--- src/rtl/aclink_tx_pkg.sv ---
package aclink_tx_pkg;

  // Link geometry
  parameter int TAG_W   = 16;
  parameter int SLOT_W  = 20;
  parameter int N_SLOTS = 12;

  // Payload widths
  parameter int REG_IDX_W = 7;
  parameter int REG_VAL_W = 16;
  parameter int SAMPLE_W  = 16;

  // Slot positions (zero-based index of data slots 1..12)
  localparam int IDX_CMD_ADDR = 0;
  localparam int IDX_CMD_DATA = 1;
  localparam int IDX_PCM_L    = 2;
  localparam int IDX_PCM_R    = 3;

  localparam int FRAME_W = TAG_W + N_SLOTS * SLOT_W;

endpackage

--- src/rtl/aclink_frame_timer.sv ---
module aclink_frame_timer #(
  parameter int TAG_BITS   = 16,
  parameter int FRAME_BITS = 256
) (
  input  logic clk,
  input  logic rst,
  output logic load_o,
  output logic tag_next_o,
  output logic run_o
);

  localparam int CNT_W = $clog2(FRAME_BITS);

  logic [CNT_W-1:0] cnt_q;
  logic [CNT_W-1:0] cnt_nxt;

  // The frame boundary is the edge where the counter wraps.
  assign load_o  = (cnt_q == CNT_W'(FRAME_BITS - 1));
  assign cnt_nxt = load_o ? '0 : cnt_q + 1'b1;

  // Tells whether the bit driven at this edge belongs to the tag phase.
  assign tag_next_o = (cnt_nxt < CNT_W'(TAG_BITS));

  always_ff @(posedge clk) begin
    if (rst) begin
      cnt_q <= '0;
      run_o <= 1'b0;
    end else begin
      cnt_q <= cnt_nxt;
      if (load_o) begin
        run_o <= 1'b1;
      end
    end
  end

endmodule

--- src/rtl/aclink_frame_builder.sv ---
module aclink_frame_builder
  import aclink_tx_pkg::*;
#(
  parameter int TAG_BITS  = 16,
  parameter int SLOT_BITS = 20,
  parameter int NUM_SLOTS = 12,
  parameter int ADDR_W    = 7,
  parameter int DATA_W    = 16,
  parameter int PCM_W     = 16,
  localparam int FRAME_BITS = TAG_BITS + NUM_SLOTS * SLOT_BITS
) (
  input  logic                  cmd_valid,
  input  logic                  cmd_read,
  input  logic [ADDR_W-1:0]     cmd_addr,
  input  logic [DATA_W-1:0]     cmd_wdata,
  input  logic                  pcm_valid,
  input  logic [PCM_W-1:0]      pcm_left,
  input  logic [PCM_W-1:0]      pcm_right,
  output logic [FRAME_BITS-1:0] frame_o
);

  localparam int ADDR_PAD = SLOT_BITS - 1 - ADDR_W;
  localparam int DATA_PAD = SLOT_BITS - DATA_W;
  localparam int PCM_PAD  = SLOT_BITS - PCM_W;

  logic [NUM_SLOTS-1:0] slot_tag;
  logic [SLOT_BITS-1:0] slot_word [NUM_SLOTS];
  logic [SLOT_BITS-1:0] slot_out  [NUM_SLOTS];
  logic [TAG_BITS-1:0]  tag_slot;

  // Per-slot content and tag; untagged slots are forced to zero.
  for (genvar i = 0; i < NUM_SLOTS; i++) begin : g_slot
    if (i == IDX_CMD_ADDR) begin : g_addr
      assign slot_tag[i]  = cmd_valid;
      assign slot_word[i] = {cmd_read, cmd_addr, {ADDR_PAD{1'b0}}};
    end else if (i == IDX_CMD_DATA) begin : g_wdat
      assign slot_tag[i]  = cmd_valid & ~cmd_read;
      assign slot_word[i] = {cmd_wdata, {DATA_PAD{1'b0}}};
    end else if (i == IDX_PCM_L) begin : g_left
      assign slot_tag[i]  = pcm_valid;
      assign slot_word[i] = {pcm_left, {PCM_PAD{1'b0}}};
    end else if (i == IDX_PCM_R) begin : g_right
      assign slot_tag[i]  = pcm_valid;
      assign slot_word[i] = {pcm_right, {PCM_PAD{1'b0}}};
    end else begin : g_unused
      assign slot_tag[i]  = 1'b0;
      assign slot_word[i] = '0;
    end
    assign slot_out[i] = slot_tag[i] ? slot_word[i] : '0;
  end

  always_comb begin
    tag_slot = '0;
    tag_slot[TAG_BITS-1] = |slot_tag;
    for (int i = 0; i < NUM_SLOTS; i++) begin
      tag_slot[TAG_BITS-2-i] = slot_tag[i];
    end
  end

  always_comb begin
    frame_o = '0;
    frame_o[FRAME_BITS-1 -: TAG_BITS] = tag_slot;
    for (int i = 0; i < NUM_SLOTS; i++) begin
      frame_o[FRAME_BITS-1-TAG_BITS-i*SLOT_BITS -: SLOT_BITS] = slot_out[i];
    end
  end

endmodule

--- src/rtl/aclink_serializer.sv ---
module aclink_serializer #(
  parameter int FRAME_BITS = 256
) (
  input  logic                  clk,
  input  logic                  rst,
  input  logic                  load_i,
  input  logic                  tag_next_i,
  input  logic                  run_i,
  input  logic [FRAME_BITS-1:0] frame_i,
  output logic                  sync_o,
  output logic                  sdata_o
);

  logic [FRAME_BITS-1:0] shreg_q;

  always_ff @(posedge clk) begin
    if (rst) begin
      shreg_q <= '0;
      sdata_o <= 1'b0;
      sync_o  <= 1'b0;
    end else begin
      sync_o <= (load_i | run_i) & tag_next_i;
      if (load_i) begin
        sdata_o <= frame_i[FRAME_BITS-1];
        shreg_q <= {frame_i[FRAME_BITS-2:0], 1'b0};
      end else begin
        sdata_o <= run_i & shreg_q[FRAME_BITS-1];
        shreg_q <= {shreg_q[FRAME_BITS-2:0], 1'b0};
      end
    end
  end

endmodule

--- src/rtl/aclink_tx_framer.sv ---
module aclink_tx_framer
  import aclink_tx_pkg::*;
#(
  parameter int TAG_BITS  = aclink_tx_pkg::TAG_W,
  parameter int SLOT_BITS = aclink_tx_pkg::SLOT_W,
  parameter int NUM_SLOTS = aclink_tx_pkg::N_SLOTS,
  parameter int ADDR_W    = aclink_tx_pkg::REG_IDX_W,
  parameter int DATA_W    = aclink_tx_pkg::REG_VAL_W,
  parameter int PCM_W     = aclink_tx_pkg::SAMPLE_W
) (
  input  logic              clk,
  input  logic              rst,
  input  logic              cmd_valid,
  input  logic              cmd_read,
  input  logic [ADDR_W-1:0] cmd_addr,
  input  logic [DATA_W-1:0] cmd_wdata,
  output logic              cmd_taken,
  input  logic              pcm_valid,
  input  logic [PCM_W-1:0]  pcm_left,
  input  logic [PCM_W-1:0]  pcm_right,
  output logic              pcm_taken,
  output logic              sync_o,
  output logic              sdata_o
);

  localparam int FRAME_BITS = TAG_BITS + NUM_SLOTS * SLOT_BITS;

  logic                  load;
  logic                  tag_next;
  logic                  run;
  logic [FRAME_BITS-1:0] frame;

  aclink_frame_timer #(
    .TAG_BITS  (TAG_BITS),
    .FRAME_BITS(FRAME_BITS)
  ) timer_i (
    .clk       (clk),
    .rst       (rst),
    .load_o    (load),
    .tag_next_o(tag_next),
    .run_o     (run)
  );

  aclink_frame_builder #(
    .TAG_BITS (TAG_BITS),
    .SLOT_BITS(SLOT_BITS),
    .NUM_SLOTS(NUM_SLOTS),
    .ADDR_W   (ADDR_W),
    .DATA_W   (DATA_W),
    .PCM_W    (PCM_W)
  ) builder_i (
    .cmd_valid(cmd_valid),
    .cmd_read (cmd_read),
    .cmd_addr (cmd_addr),
    .cmd_wdata(cmd_wdata),
    .pcm_valid(pcm_valid),
    .pcm_left (pcm_left),
    .pcm_right(pcm_right),
    .frame_o  (frame)
  );

  aclink_serializer #(
    .FRAME_BITS(FRAME_BITS)
  ) ser_i (
    .clk       (clk),
    .rst       (rst),
    .load_i    (load),
    .tag_next_i(tag_next),
    .run_i     (run),
    .frame_i   (frame),
    .sync_o    (sync_o),
    .sdata_o   (sdata_o)
  );

  // Taken strobes rise with the first tag bit of the frame that holds the data.
  always_ff @(posedge clk) begin
    if (rst) begin
      cmd_taken <= 1'b0;
      pcm_taken <= 1'b0;
    end else begin
      cmd_taken <= load & cmd_valid;
      pcm_taken <= load & pcm_valid;
    end
  end

endmodule

--- config.mk ---
export PLATFORM = sky130hd
export DESIGN_NAME = aclink_tx_framer
export DESIGN_NICKNAME = d
export VERILOG_FILES = /design/src/rtl/aclink_tx_pkg.sv /design/src/rtl/aclink_frame_timer.sv /design/src/rtl/aclink_frame_builder.sv /design/src/rtl/aclink_serializer.sv /design/src/rtl/aclink_tx_framer.sv
export SDC_FILE = /design/constraint.sdc
export NUM_CORES = 1
export LEC_CHECK = 0
export BUFFER_PORTS_ARGS = -buffer_cell sky130_fd_sc_hd__buf_2
export CORE_MARGIN = 10
export CORE_UTILIZATION = 55
export CTS_CLUSTER_SIZE = 16
export DETAILED_ROUTE_END_ITERATION = 8
export PLACE_DENSITY = 0.76
export SYNTH_ARGS = -nofsm -noshare
export SYNTH_HDL_FRONTEND = slang
export SYNTH_SLANG_ARGS = --single-unit
--- constraint.sdc ---
create_clock -name clk -period 3.1 [get_ports clk]
set_input_delay 0.465 -clock clk [delete_from_list [all_inputs] [get_ports clk]]
set_output_delay 0.465 -clock clk [all_outputs]
set_load 0.02 [all_outputs]
# Yosys cells after proc, flatten, opt, wreduce, memory -nomap -nowiden
# Index checks and enable logic that the tools add are counted.
word_totals:
  regBits: 269
  out_inout_bits: 4
  wordCells: 27
classes:
  addsub: 1
  magnitude_cmp: 1
  n_eq_ne: 1
  muxes: 7
  n_bitwise: 7
  reduce_logical: 2
op_table:
  columns: ["cell", "n"]
  rows:
  - ["$mux 256", 1]
  - ["$mux 20", 4]
  - ["$add 8x1->8 const B", 1]
  - ["$eq 8x8->1 const B", 1]
  - ["$lt 8x5->1 const B", 1]
  - ["$mux 8", 1]
  - ["$and 1x1->1", 5]
  - ["$reduce_or 3->1", 1]
  - ["$reduce_or 2->1", 1]
  - ["$mux 1", 1]
  - ["$not 1->1", 1]
  - ["$or 1x1->1", 1]

# Longest topological paths before layout
# Gate-level depths: netlist of run 1.
depth:
  word_depth: 4
  ltp_mapped: 7

# Hierarchy
# Synthesis of run 1 repeated with hierarchy kept, for this count alone.
hier_totals:
  cells_unflattened: 1140
  area_unflattened_um2: 11712.5
by_module_without_submodules:
  columns: ["module", "n_inst", "cells_per_inst", "area_each_um2", "seq_area_each_um2"]
  rows:
  - ["aclink_serializer", 1, 829, 9316.4, 5144.9]
  - ["aclink_frame_builder", 1, 263, 1931.9, 0.0]
  - ["aclink_frame_timer", 1, 44, 406.6, 180.2]
  - ["aclink_tx_framer", 1, 4, 57.6, 40.0]

# Least setup slack after synthesis of run 1
# Ideal clock, no wire load.
synth_timing:
  path_kind: "register -> register"
  from: "register timer_i.cnt_q[0]"
  to: "register ser_i.shreg_q[255]"
  setup_ns: 0.134
  t_arrival_ns: 1.302
  required_ns: 2.966
  path_slack_ns: 1.664
  stages_incl_launch_ff: 8
  path_buffers: 2
  synth_period_minus_slack_ns: 1.436
  cell_sequence: "dfxtp_1 -> ha_1 -> nand3_1 -> or2_1 -> buf_6 -> buf_2 -> nand2_1 -> a21oi_1"
synth_via:
  elab_chain_cells: 2
synth_lines:
  columns: ["element", "line_no", "text"]
  rows:
  - ["start, declared", "aclink_frame_timer.sv:14", "logic [CNT_W-1:0] cnt_q;"]
  - ["start signal, assigned", "aclink_frame_timer.sv:29", "cnt_q <= cnt_nxt;"]
  - ["$eq 8x8->1", "aclink_frame_timer.sv:18", "assign load_o = (cnt_q == CNT_W'(FRAME_BITS - 1));"]
  - ["$mux 256", "aclink_serializer.sv:23", "if (load_i) begin"]
  - ["end signal, assigned", "aclink_serializer.sv:25", "shreg_q <= {frame_i[FRAME_BITS-2:0], 1'b0};"]
  - ["end signal, assigned", "aclink_serializer.sv:28", "shreg_q <= {shreg_q[FRAME_BITS-2:0], 1'b0};"]
  - ["end, declared", "aclink_serializer.sv:14", "logic [FRAME_BITS-1:0] shreg_q;"]
# No other way between the ends.
# A chain may end at the register's enable or synchronous reset.

# Worst setup path in the final report of run 1
layout_timing:
  from: "register timer_i.cnt_q[0]"
  to: "register ser_i.shreg_q[200]"
# Same word-level chain as after synthesis.

==> results of run 1 <==
metrics by stage:
stage / instance area, um^2 / std cells / power [mW] / util [%]
after floorplan: 3650 / 387 / 1.41 / -
after global placement: 3850 / 503 / 1.45 / 60.4
after detailed placement: 3850 / 503 / 1.45 / 60.4
after CTS: 4040 / 519 / 2.23 / 63.3
after global routing: 4040 / 519 / 2.28 / 63.3
final: 4040 / 519 / 2.21 / 63.3
worst max-delay path by stage:
stage	startpoint	to	slack [ns]	cells after the start
4_1_cts	timer_i.cnt_q[0]$_SDFF_PP0_	ser_i.shreg_q[200]$_SDFF_PP0_	1.18	6
6_report	timer_i.cnt_q[0]$_SDFF_PP0_	ser_i.shreg_q[200]$_SDFF_PP0_	1.16	6
5_1_grt	timer_i.cnt_q[0]$_SDFF_PP0_	ser_i.shreg_q[200]$_SDFF_PP0_	1.01	6
2_1_floorplan	timer_i.cnt_q[0]$_SDFF_PP0_	ser_i.shreg_q[255]$_SDFF_PP0_	1.66	7
3_5_place_dp	timer_i.cnt_q[0]$_SDFF_PP0_	ser_i.shreg_q[170]$_SDFF_PP0_	1.21	6
3_3_place_gp	timer_i.cnt_q[0]$_SDFF_PP0_	ser_i.shreg_q[200]$_SDFF_PP0_	1.26	6
kinds of logic after synthesis:
group                      Yosys count
and+or+nand+nor                    178
DFF                                104
buffers and inverters               33
adders and majority gates            1
AOI/OAI and AO/OA                   66
xor gates and xnor gates             5
synthesized netlist by cell type, drive strengths merged, types with 2 or more instances:
master    n  area [um^2]
nor3b     4         46.3
nand4     2         18.8
nand3    59          295
nor3      3         15.0
buf      12         87.6
nor2      7         26.3
dfxtp   104         2080
nand2    63          236
and2     34          213
a21oi    62          310
clkbuf   21          190
xor2      3         26.3
xnor2     2         17.5
o21ai     2         10.0
routing by layer:
layer / track usage [%] / wire length [um] / vias to the layer above
li1: - / - / 1379
met1: 16.1 / 3170 / 1238
met2: 22.7 / 3370 / 55
met3: 5.85 / 449 / 8
met4: 4.18 / 78 / 0
met5: 0 / 0 / -
cell type report:
cell class	instances	share of cell area [%]
multi-input combinational	250	32.0
tap	77	2.38
timing repair buffer	72	9.47
clock buffer	11	3.74
sequential	104	51.5
clock inverter	5	0.928
power groups by stage:
stage          combinational (mW)  clock (mW)  sequential, mW
6_report                   0.0797       0.785            1.34
2_1_floorplan              0.0439           0            1.37
4_1_cts                    0.0805       0.809            1.34
3_5_place_dp               0.0801           0            1.37
5_1_grt                    0.0894       0.851            1.34
3_3_place_gp               0.0796           0            1.37
flip-flops by register name, summed over array words and instances (netlist names):
signal / count
pcm_taken: 1
timer_i.cnt_q: 8
cmd_taken: 1
timer_i.run_o: 1
ser_i.sync_o: 1
ser_i.sdata_o: 1
ser_i.shreg_q: 91
==> metrics.md, run 1 <==
| Metric | Value |
|---|---|
| Static Leak | `1.52 nW` |
| Mux cell area share after synthesis | `0%` |
| Clock Latency Late Sink | `0.36 ns` |
| Finish-stage setup viols | `0` |
| Max-slew headroom | `59.2%` |
| Area of the multi-input gates | `0.00129 mm^2` |
| Post-Synth Simple-Gate Area | `24.5%` |
| Synthesized cell area | `0.00365 mm^2` |
| Hold_sp | `pcm_right[0]` |
| Setup TNS | `0 ns` |
| Initial drt markers | `126` |
| EDFF count, synth | `0` |
| Chain of cells forming the critical path | `ha_1 > nand3_1 > nor2_4 > buf_4 > nand3_1 > a21oi_1` |
| Drt total wl | `7.07 mm` |
| Antenna-violating nets left | `0` |
| WL/cell | `13.6 um` |
| R2r setup slk | `1.16 ns` |
| # DRC | `0` |
| Layout fillers | `543` |
| Largest net degree at the start of global routing | `35` |
| Asr flop ratio synth | `0%` |
| Post-CTS Resized | `0` |
| Nets | `498` |
| Sw Share | `22.3%` |
| Setup Slack @ Placement | `1.21 ns` |
| FF+latch count, synth | `104` |
| Post-synthesis xor/xnor area fraction | `1.20%` |
| Required @ worst endpoint | `3.36 ns` |
| # port buffers | `63` |
| First-pass GRT wire length | `11.7 mm` |
| Congestion Overflow GR | `0` |
| Syn Area/Cell | `9.42 um^2` |
| WHS | `0.315 ns` |
| Hold Path Sink | `ser_i.shreg_q[165]$_SDFF_PP0_` |
| Setup crit end kind | `flip-flop` |
| Core box area | `0.00639 mm^2` |
| Via density | `5.16` |
| Worst hold path type | `input pin to flip-flop` |
| Max-cap violation count | `0` |
| VDD IR max | `0.429 mV` |
| Commonest cells after routing, fill and taps aside | `dfxtp_1, nand2_1, buf_2, a21oi_1, nand3_1` |
| DIE AREA | `0.0103 mm^2` |
| CTS Buffer Depth | `2` |
| Area occupied by registers | `0.00208 mm^2` |
| Most used flip-flop cell after synthesis | `dfxtp_1` |
| Via Count | `2,680` |
| Final period utilization | `62.6%` |
| Sink Count | `104` |
| Initial antenna violation count | `0` |
| R2r startpoint | `timer_i.cnt_q[0]$_SDFF_PP0_` |
| Clock skew | `0.00882 ns` |
| WP buf/inv | `1` |
| Die height | `101 um` |
| Worst path top cell family by delay | `simple AND/OR/NAND/NOR gates` |
| H-tree depth | `3` |
| # diodes | `0` |
| Largest family of logic cells by synthesized area | `simple AND/OR/NAND/NOR gates` |
| Commonest non-fill, non-tap cell in the layout | `dfxtp_1` |
| Max FO, Critical Path | `20` |
| CP dominant cell by count | `nand3_1` |
| Post-Synthesis Cells | `387` |
| I/O pins | `64` |
| CTS tree | `done` |
| RR Endpoint | `ser_i.shreg_q[200]$_SDFF_PP0_` |
| All-Layer GR Usage | `13.8%` |
| Layout cells sized above 1 | `21.5%` |
| Syn_nets | `448` |
| Initial Utilization | `57.1%` |
| Max-slew violations | `0` |
| FP Rows | `29` |
| Part of the power in registers | `60.8%` |
| Outcome | `completed` |
| Yosys cell types | `30` |
| Final Critical Period | `1.94 ns` |
| Die Width | `101 um` |
| Largest stage delay on the critical path | `0.38 ns` |
| Num CTS Buffers | `9` |
| Psw | `0.493 mW` |
| DP HPWL | `4.79 mm` |
| WS Path Type | `flip-flop to flip-flop` |
| FMAX | `516 MHz` |
| Worst Tran Pin Value | `0.613 ns` |
| Clock power frac | `35.6%` |
| Pint | `1.71 mW` |
| Root buffer cell | `clkbuf_8` |
| Yosys warnings | `0` |
| Router iterations before antenna repair | `4` |
| Worst Reg2Reg Path Length in Cells | `6` |
| Worst Hold Depth | `2` |
| RSZ-0062 raised after global routing | `no` |
| CP startpoint kind | `flip-flop` |
| Vias in the first global route | `2,652` |
| Clock Pin Slew Worst Setup and Hold Paths | `0.09 ns` |
| Fin. Hold Viols | `0` |
| Critical path's slowest cell | `dfxtp_1` |
| Post-CTS Hold Buffers | `0` |
| Compound-Gate Fraction of Synth Area | `9.20%` |
| P&R area growth vs syn | `10.9%` |
| Postcts setup bufs | `0` |
| Sequential share of the synthesized area | `57.1%` |
| GPL Wtd Cong | `0.762` |
| Final setup margin | `1.16 ns` |
| PwrDens | `546 mW/mm^2` |
| Data arrival, critical path | `2.20 ns` |
| Fraction of the mapped netlist area in adder cells | `0.343%` |
| Combinational cell fraction of total power | `3.6%` |
No activity file was read; power rests on OpenSTA's default activity.
==> run 2, diff against run 1 <==
ABC_AREA = 1   (was unset)
CORE_UTILIZATION = 49   (was 55)
PLACE_DENSITY = 0.71   (was 0.76)
clock period = 1.7 ns   (was 3.1 ns; I/O delays follow)
==> metrics.md, run 2 <==
| Metric | Value |
|---|---|
| Worst Hold Depth | `3 (was 2)` |
| Leading area contributor after synthesis | `dfxtp_1 (unchanged)` |
| Core box area | `0.00729 mm^2 (was 0.00639 mm^2)` |
| Antenna-violating nets left | `0 (unchanged)` |
| CTS tree | `done (unchanged)` |
| Core Util, Final | `58.8% (was 63.3%)` |
| Layout fillers | `681 (was 543)` |
| Via density | `4.72 (was 5.16)` |
| Most used flip-flop cell after synthesis | `dfxtp_1 (unchanged)` |
| FP Rows | `31 (was 29)` |
| Part of the power in registers | `62.6% (was 60.8%)` |
| # diodes | `0 (unchanged)` |
| Area contributors post-synth | `dfxtp_1, nand2_1, a21oi_2 (was dfxtp_1, a21oi_1, nand3_1)` |
| WP buf/inv | `2 (was 1)` |
| Hold Path Sink | `ser_i.shreg_q[170]$_SDFF_PP0_ (was ser_i.shreg_q[165]$_SDFF_PP0_)` |
| Max reg flops | `91 (unchanged)` |
| Pint | `3.06 mW (was 1.71 mW)` |
| CP startpoint kind | `flip-flop (unchanged)` |
| Drt total wl | `7.01 mm (was 7.07 mm)` |
| CTS Buffer Depth | `2 (unchanged)` |
| DIE AREA | `0.0114 mm^2 (was 0.0103 mm^2)` |
| First-pass GRT wire length | `11.9 mm (was 11.7 mm)` |
| Chain of cells forming the critical path | `ha_2 > nand3_1 > inv_2 > nand2_4 > nor2_8 > nand2_2 > inv_4 > nand2_1 > nand2_1 (was ha_1 > nand3_1 > nor2_4 > buf_4 > nand3_1 > a21oi_1)` |
| GPL Wtd Cong | `0.752 (was 0.762)` |
| Total power | `3.91 mW (was 2.21 mW)` |
| Commonest cells after routing, fill and taps aside | `dfxtp_1, nand2_1, buf_2, nor2_1, inv_1 (was dfxtp_1, nand2_1, buf_2, a21oi_1, nand3_1)` |
| R2r setup slk | `0.15 ns (was 1.16 ns)` |
| Setup Slack @ Placement | `0.0769 ns (was 1.21 ns)` |
| Sw Share | `21.5% (was 22.3%)` |
| Setup crit end kind | `flip-flop (unchanged)` |
| I/O pins | `64 (unchanged)` |
| Critical path's slowest cell | `dfxtp_1 (unchanged)` |
| Outcome | `completed (unchanged)` |
| VDD IR max | `0.390 mV (was 0.429 mV)` |
| Hold_sp | `pcm_right[5] (was pcm_right[0])` |
| Sequential share of the synthesized area | `56.2% (was 57.1%)` |
| # DRC | `0 (unchanged)` |
| Syn_nets | `488 (was 448)` |
| Met2 WL post-DR | `3.10 mm (was 3.37 mm)` |
| WS Path Type | `flip-flop to flip-flop (unchanged)` |
| Syn Area/Cell | `8.68 um^2 (was 9.42 um^2)` |
| Top Metal Used | `met4 (unchanged)` |
| Setup TNS | `0 ns (unchanged)` |
| Max-cap violation count | `0 (unchanged)` |
| Final Critical Period | `1.55 ns (was 1.94 ns)` |
| Final period utilization | `91.0% (was 62.6%)` |
| H-tree depth | `3 (unchanged)` |
| Finish-stage setup viols | `0 (unchanged)` |
| Worst Tran Pin Value | `0.634 ns (was 0.613 ns)` |
| Largest net degree at the start of global routing | `50 (was 35)` |
| Psw | `0.841 mW (was 0.493 mW)` |
| RSZ-0062 raised after global routing | `no (unchanged)` |
| Worst hold path type | `input pin to flip-flop (unchanged)` |
| Num CTS Buffers | `9 (unchanged)` |
| Worst path top cell family by delay | `simple AND/OR/NAND/NOR gates (unchanged)` |
| P&R area growth vs syn | `15.8% (was 10.9%)` |
| WL/cell | `11.8 um (was 13.6 um)` |
| Clock Pin Slew Worst Setup and Hold Paths | `0.09 ns (about the same)` |
| Share of the synthesized area in the top cell type | `56.2% (was 57.1%)` |
| Yosys warnings | `0 (unchanged)` |
| Largest stage delay on the critical path | `0.36 ns (was 0.38 ns)` |
| Static Leak | `1.75 nW (was 1.52 nW)` |
| Most frequent cells after synthesis | `dfxtp_1, nand2_1, nor2_1, inv_1, a21oi_1 (was dfxtp_1, nand2_1, a21oi_1, nand3_1, and2_1)` |
| Max FO, Critical Path | `10 (was 20)` |
| FF+latch count, synth | `104 (unchanged)` |
| Biggest register | `ser_i.shreg_q (unchanged)` |
| All-Layer GR Usage | `12.6% (was 13.8%)` |
| DP HPWL | `4.93 mm (was 4.79 mm)` |
| M1 WL | `3.33 mm (was 3.17 mm)` |
| Max-slew violations | `0 (unchanged)` |
| Clock Latency Late Sink | `0.35 ns (was 0.36 ns)` |
| Vias in the first global route | `2,781 (was 2,652)` |
| Via Count | `2,808 (was 2,680)` |
| # port buffers | `63 (unchanged)` |
| Post-CTS Hold Buffers | `0 (unchanged)` |
| Clock skew | `0.00605 ns (was 0.00882 ns)` |
| Initial Utilization | `50.8% (was 57.1%)` |
| Commonest non-fill, non-tap cell in the layout | `dfxtp_1 (unchanged)` |
| PwrDens | `910 mW/mm^2 (was 546 mW/mm^2)` |
| Congestion Overflow GR | `0 (unchanged)` |
| Required @ worst endpoint | `2.00 ns (was 3.36 ns)` |
| Nets | `552 (was 498)` |
| Most common cell in the netlist | `dfxtp_1 (unchanged)` |
| Data arrival, critical path | `1.85 ns (was 2.20 ns)` |
| Largest regs | `ser_i.shreg_q x91, timer_i.cnt_q x8 (unchanged)` |
| Clock power frac | `33.7% (was 35.6%)` |
| Combinational cell fraction of total power | `3.7% (was 3.6%)` |
| Die height | `107 um (was 101 um)` |
| Router iterations before antenna repair | `5 (was 4)` |
| Fin. Hold Viols | `0 (unchanged)` |
| Worst Setup SP | `timer_i.cnt_q[0]$_SDFF_PP0_ (unchanged)` |
| Yosys cell types | `26 (was 30)` |
| RR Endpoint | `ser_i.shreg_q[176]$_SDFF_PP0_ (was ser_i.shreg_q[200]$_SDFF_PP0_)` |
| Met3 wire len | `432 um (was 449 um)` |
| Root buffer cell | `clkbuf_8 (unchanged)` |
| Die Width | `107 um (was 101 um)` |
| Final setup margin | `0.153 ns (was 1.16 ns)` |
| Sink Count | `104 (unchanged)` |
| Initial antenna violation count | `0 (unchanged)` |
| FMAX | `646 MHz (was 516 MHz)` |
| Worst Reg2Reg Path Length in Cells | `9 (was 6)` |
| CP dominant cell by count | `nand2_1 (was nand3_1)` |
| Synthesized cell area | `0.00371 mm^2 (was 0.00365 mm^2)` |
| R2r startpoint | `timer_i.cnt_q[0]$_SDFF_PP0_ (unchanged)` |
| Post-Synthesis Cells | `427 (was 387)` |
| Asr flop ratio synth | `0% (unchanged)` |
| EDFF count, synth | `0 (unchanged)` |
| Max-slew headroom | `57.8% (was 59.2%)` |
| Layout cells sized above 1 | `28.4% (was 21.5%)` |
| Initial drt markers | `147 (was 126)` |
## run 2: power by group through the flow
stage	registers [mW]	logic, mW	clock network (mW)
final	2.44	0.146	1.32
after global routing	2.45	0.163	1.45
after CTS	2.44	0.146	1.36
after detailed placement	2.50	0.145	0
after global placement	2.50	0.143	0
after floorplan	2.50	0.0588	0
## run 2: worst max path at each step
stage                                          to  slack, ns  cells past startpoint
floorplan           ser_i.shreg_q[186]$_SDFF_PP0_       0.27                      8
global placement      timer_i.cnt_q[3]$_SDFF_PP0_       0.13                      7
detailed placement    timer_i.cnt_q[3]$_SDFF_PP0_       0.08                      7
CTS                   timer_i.cnt_q[3]$_SDFF_PP0_       0.05                      7
global route        ser_i.shreg_q[176]$_SDFF_PP0_      0.005                      9
finish              ser_i.shreg_q[176]$_SDFF_PP0_       0.15                      9
## run 2: area by class of cell
class,count,area (um^2),area share [%]
well taps,99,124,2.89
repair buffers,75,430,10.0
clock buffers,12,145,3.38
multi-input cells,256,1320,30.7
flip-flops and latches,104,2080,48.5
inverters,45,171,4.00
clock inverters,4,20.0,0.467
## run 2: worst reg2reg max path, delay by kind of cell (launching register included)
family	cells	cell delay (ns)
buffers and inverters	2	0.24
AND/OR/NAND/NOR	6	0.68
adder cells (fa/ha/maj)	1	0.21
flip-flops	1	0.36
## run 2: logic make-up after synthesis
kind of cell,synth area share [%]
buffers and inverters,8.57
adders and majority gates,0.338
DFF,56.2
and+or+nand+nor,25.8
AOI/OAI and AO/OA,9.08
## run 2: routing by layer
metal  vias up  GRT usage [%]
met3        12           3.95
met2        67           19.7
met4         0           6.38
li1       1460              -
met1      1269           15.4
met5         -              0
## run 2: per-stage QoR
| stage | instances | hold WS [ns] | area [um^2] |
|---|---|---|---|
| floorplan | 427 | 0.319 | 3710 |
| global placement | 575 | 0.398 | 4080 |
| detailed placement | 575 | 0.401 | 4080 |
| CTS | 591 | 0.0680 | 4250 |
| global route | 595 | 0.0851 | 4290 |
| finish | 595 | 0.0859 | 4290 |
## run 2: what timing repair did
item / 4_1_cts / 5_1_grt
hold endpoints to repair: 0 / 0
setup endpoints to repair: 0 / 47
buffers inserted: 0 / 4
resized for setup: 0 / 3
==> run 3, diff against run 2 <==
REMOVE_ABC_BUFFERS = 1   (was unset)
==> metrics.md, run 3 (synthesis results as in run 2) <==
| Metric | Value |
|---|---|
| Die height | `107 um (unchanged)` |
| Congestion Overflow GR | `0 (unchanged)` |
| Final period utilization | `91.3% (was 91.0%)` |
| Biggest register | `ser_i.shreg_q (unchanged)` |
| CTS Buffer Depth | `2 (unchanged)` |
| # port buffers | `63 (unchanged)` |
| Worst Hold Depth | `3 (unchanged)` |
| DP HPWL | `5.02 mm (was 4.93 mm)` |
| Static Leak | `1.76 nW (was 1.75 nW)` |
| Largest regs | `ser_i.shreg_q x91, timer_i.cnt_q x8 (unchanged)` |
| Required @ worst endpoint | `1.98 ns (was 2.00 ns)` |
| Chain of cells forming the critical path | `ha_2 > nand3_1 > inv_2 > nand2_8 > nor2_8 > buf_4 > nand2_1 > a21oi_1 (was ha_2 > nand3_1 > inv_2 > nand2_4 > nor2_8 > nand2_2 > inv_4 > nand2_1 > nand2_1)` |
| Total power | `4.24 mW (was 3.91 mW)` |
| Fin. Hold Viols | `0 (unchanged)` |
| WS Path Type | `flip-flop to flip-flop (unchanged)` |
| Sink Count | `104 (unchanged)` |
| Clock skew | `0.0120 ns (was 0.00605 ns)` |
| Met3 wire len | `547 um (was 432 um)` |
| Core box area | `0.00729 mm^2 (unchanged)` |
| Clock Latency Late Sink | `0.36 ns (was 0.35 ns)` |
| PwrDens | `977 mW/mm^2 (was 910 mW/mm^2)` |
| Via density | `4.69 (was 4.72)` |
| WL/cell | `12.3 um (was 11.8 um)` |
| WP buf/inv | `2 (unchanged)` |
| Commonest non-fill, non-tap cell in the layout | `dfxtp_1 (unchanged)` |
| Max-slew headroom | `55.8% (was 57.8%)` |
| Worst Reg2Reg Path Length in Cells | `8 (was 9)` |
| Max FO, Critical Path | `11 (was 10)` |
| Max-cap violation count | `0 (unchanged)` |
| Post-Layout Cell Count | `596 (was 595)` |
| Initial drt markers | `92 (was 147)` |
| Drt total wl | `7.32 mm (was 7.01 mm)` |
| First-pass GRT wire length | `12.8 mm (was 11.9 mm)` |
| Clock Pin Slew Worst Setup and Hold Paths | `0.09 ns (about the same)` |
| Outcome | `completed (unchanged)` |
| Setup crit end kind | `flip-flop (unchanged)` |
| Worst path top cell family by delay | `simple AND/OR/NAND/NOR gates (unchanged)` |
| H-tree depth | `3 (unchanged)` |
| Nets | `553 (was 552)` |
| All-Layer GR Usage | `13.6% (was 12.6%)` |
| GPL Wtd Cong | `0.772 (was 0.752)` |
| DIE AREA | `0.0114 mm^2 (unchanged)` |
| P&R area growth vs syn | `17.2% (was 15.8%)` |
| Initial Utilization | `50.8% (unchanged)` |
| CTS tree | `done (unchanged)` |
| Data arrival, critical path | `1.84 ns (was 1.85 ns)` |
| Worst Tran Pin Value | `0.663 ns (was 0.634 ns)` |
| # DRC | `0 (unchanged)` |
| Via Count | `2,793 (was 2,808)` |
| VDD IR max | `0.489 mV (was 0.390 mV)` |
| Met2 WL post-DR | `3.22 mm (was 3.10 mm)` |
| Max-slew violations | `0 (unchanged)` |
| Cell count after placement | `577 (was 575)` |
| Finish-stage setup viols | `0 (unchanged)` |
| Die Width | `107 um (unchanged)` |
| M1 WL | `3.49 mm (was 3.33 mm)` |
| Layout cells sized above 1 | `29.0% (was 28.4%)` |
| Worst path depth | `8 (was 9)` |
| Critical path's slowest cell | `dfxtp_1 (unchanged)` |
| Commonest cells after routing, fill and taps aside | `dfxtp_1, nand2_1, buf_2, nor2_1, inv_1 (unchanged)` |
| Worst hold path type | `input pin to flip-flop (unchanged)` |
| Antenna-violating nets left | `0 (unchanged)` |
| Num CTS Buffers | `9 (unchanged)` |
| Root buffer cell | `clkbuf_8 (unchanged)` |
| Largest net degree at the start of global routing | `50 (unchanged)` |
| FMAX | `644 MHz (was 646 MHz)` |
| Router iterations before antenna repair | `4 (was 5)` |
| Final Critical Period | `1.55 ns (about the same)` |
| CP startpoint kind | `flip-flop (unchanged)` |
| I/O pins | `64 (unchanged)` |
| Largest stage delay on the critical path | `0.37 ns (was 0.36 ns)` |
| FP Rows | `31 (unchanged)` |
| Max reg flops | `91 (unchanged)` |
| # diodes | `0 (unchanged)` |
| Vias in the first global route | `2,705 (was 2,781)` |
| Initial antenna violation count | `0 (unchanged)` |
| Top Metal Used | `met4 (unchanged)` |
## run 3: cell count changes in the layout (fill, tap and decap cells not counted), sizes merged
cell / delta
bufinv: +2
clkbuf: -2
buf: +1
clkinvlp: +1
inv: -1
## run 3: worst register-to-register path: cells and delay by family (launching register included)
family,cells,cell delay [ns]
simple gates,4,0.44
flops,1,0.37
buf+inv,2,0.34
fa+ha+maj,1,0.22
compound gates,1,0.12
## run 3: final timing paths
path                                  from                             to  slack [ns]
min                          pcm_right[10]  ser_i.shreg_q[175]$_SDFF_PP0_        0.08
max reg2reg    timer_i.cnt_q[0]$_SDFF_PP0_  ser_i.shreg_q[167]$_SDFF_PP0_        0.15
min reg2reg  ser_i.shreg_q[222]$_SDFF_PP0_  ser_i.shreg_q[223]$_SDFF_PP0_        0.40
max            timer_i.cnt_q[0]$_SDFF_PP0_  ser_i.shreg_q[167]$_SDFF_PP0_        0.15
## run 3: repair_timing
item / in CTS / in global routing
endpoints found under the setup margin: 0 / 18
hold buffers: 0 / 0
buffers inserted: 0 / 3
resized for setup: 0 / 3
## run 3: metal layers
| layer | track usage, % | vias up |
|---|---|---|
| met5 | 0 | - |
| met4 | 5.61 | 0 |
| met3 | 5.39 | 6 |
| met2 | 19.8 | 70 |
| met1 | 17.7 | 1252 |
| li1 | - | 1465 |
## run 3: power breakdown
| group | leakage [nW] | internal (mW) | switching [mW] |
|---|---|---|---|
| Combinational | 0.810 | 0.0600 | 0.0863 |
| Clock | 0.112 | 0.862 | 0.789 |
| Sequential | 0.838 | 2.44 | 0.00467 |
| Total | 1.76 | 3.36 | 0.880 |
## run 3: layout make-up
cell class / count / area [um^2]
clock buffers: 10 / 138
clock inverters: 6 / 82.6
fillers: 688 / 2950
inverters: 45 / 170
multi-input cells: 256 / 1320
flip-flops and latches: 104 / 2080
well taps: 99 / 124
repair buffers: 76 / 429
## run 3: metrics by stage
stage                     TNS (ns)  cell area, um^2  hold WS (ns)  utilization [%]  setup WS, ns
after CTS                        0             4310        0.0598             59.0         0.104
after detailed placement         0             4090         0.401             56.0         0.137
final                            0             4340        0.0797             59.6         0.148
after floorplan              -8.88             3560         0.317                -        -0.325
after global routing      -0.00861             4340        0.0695             59.6      -0.00861
after global placement           0             4090         0.394             56.0         0.194
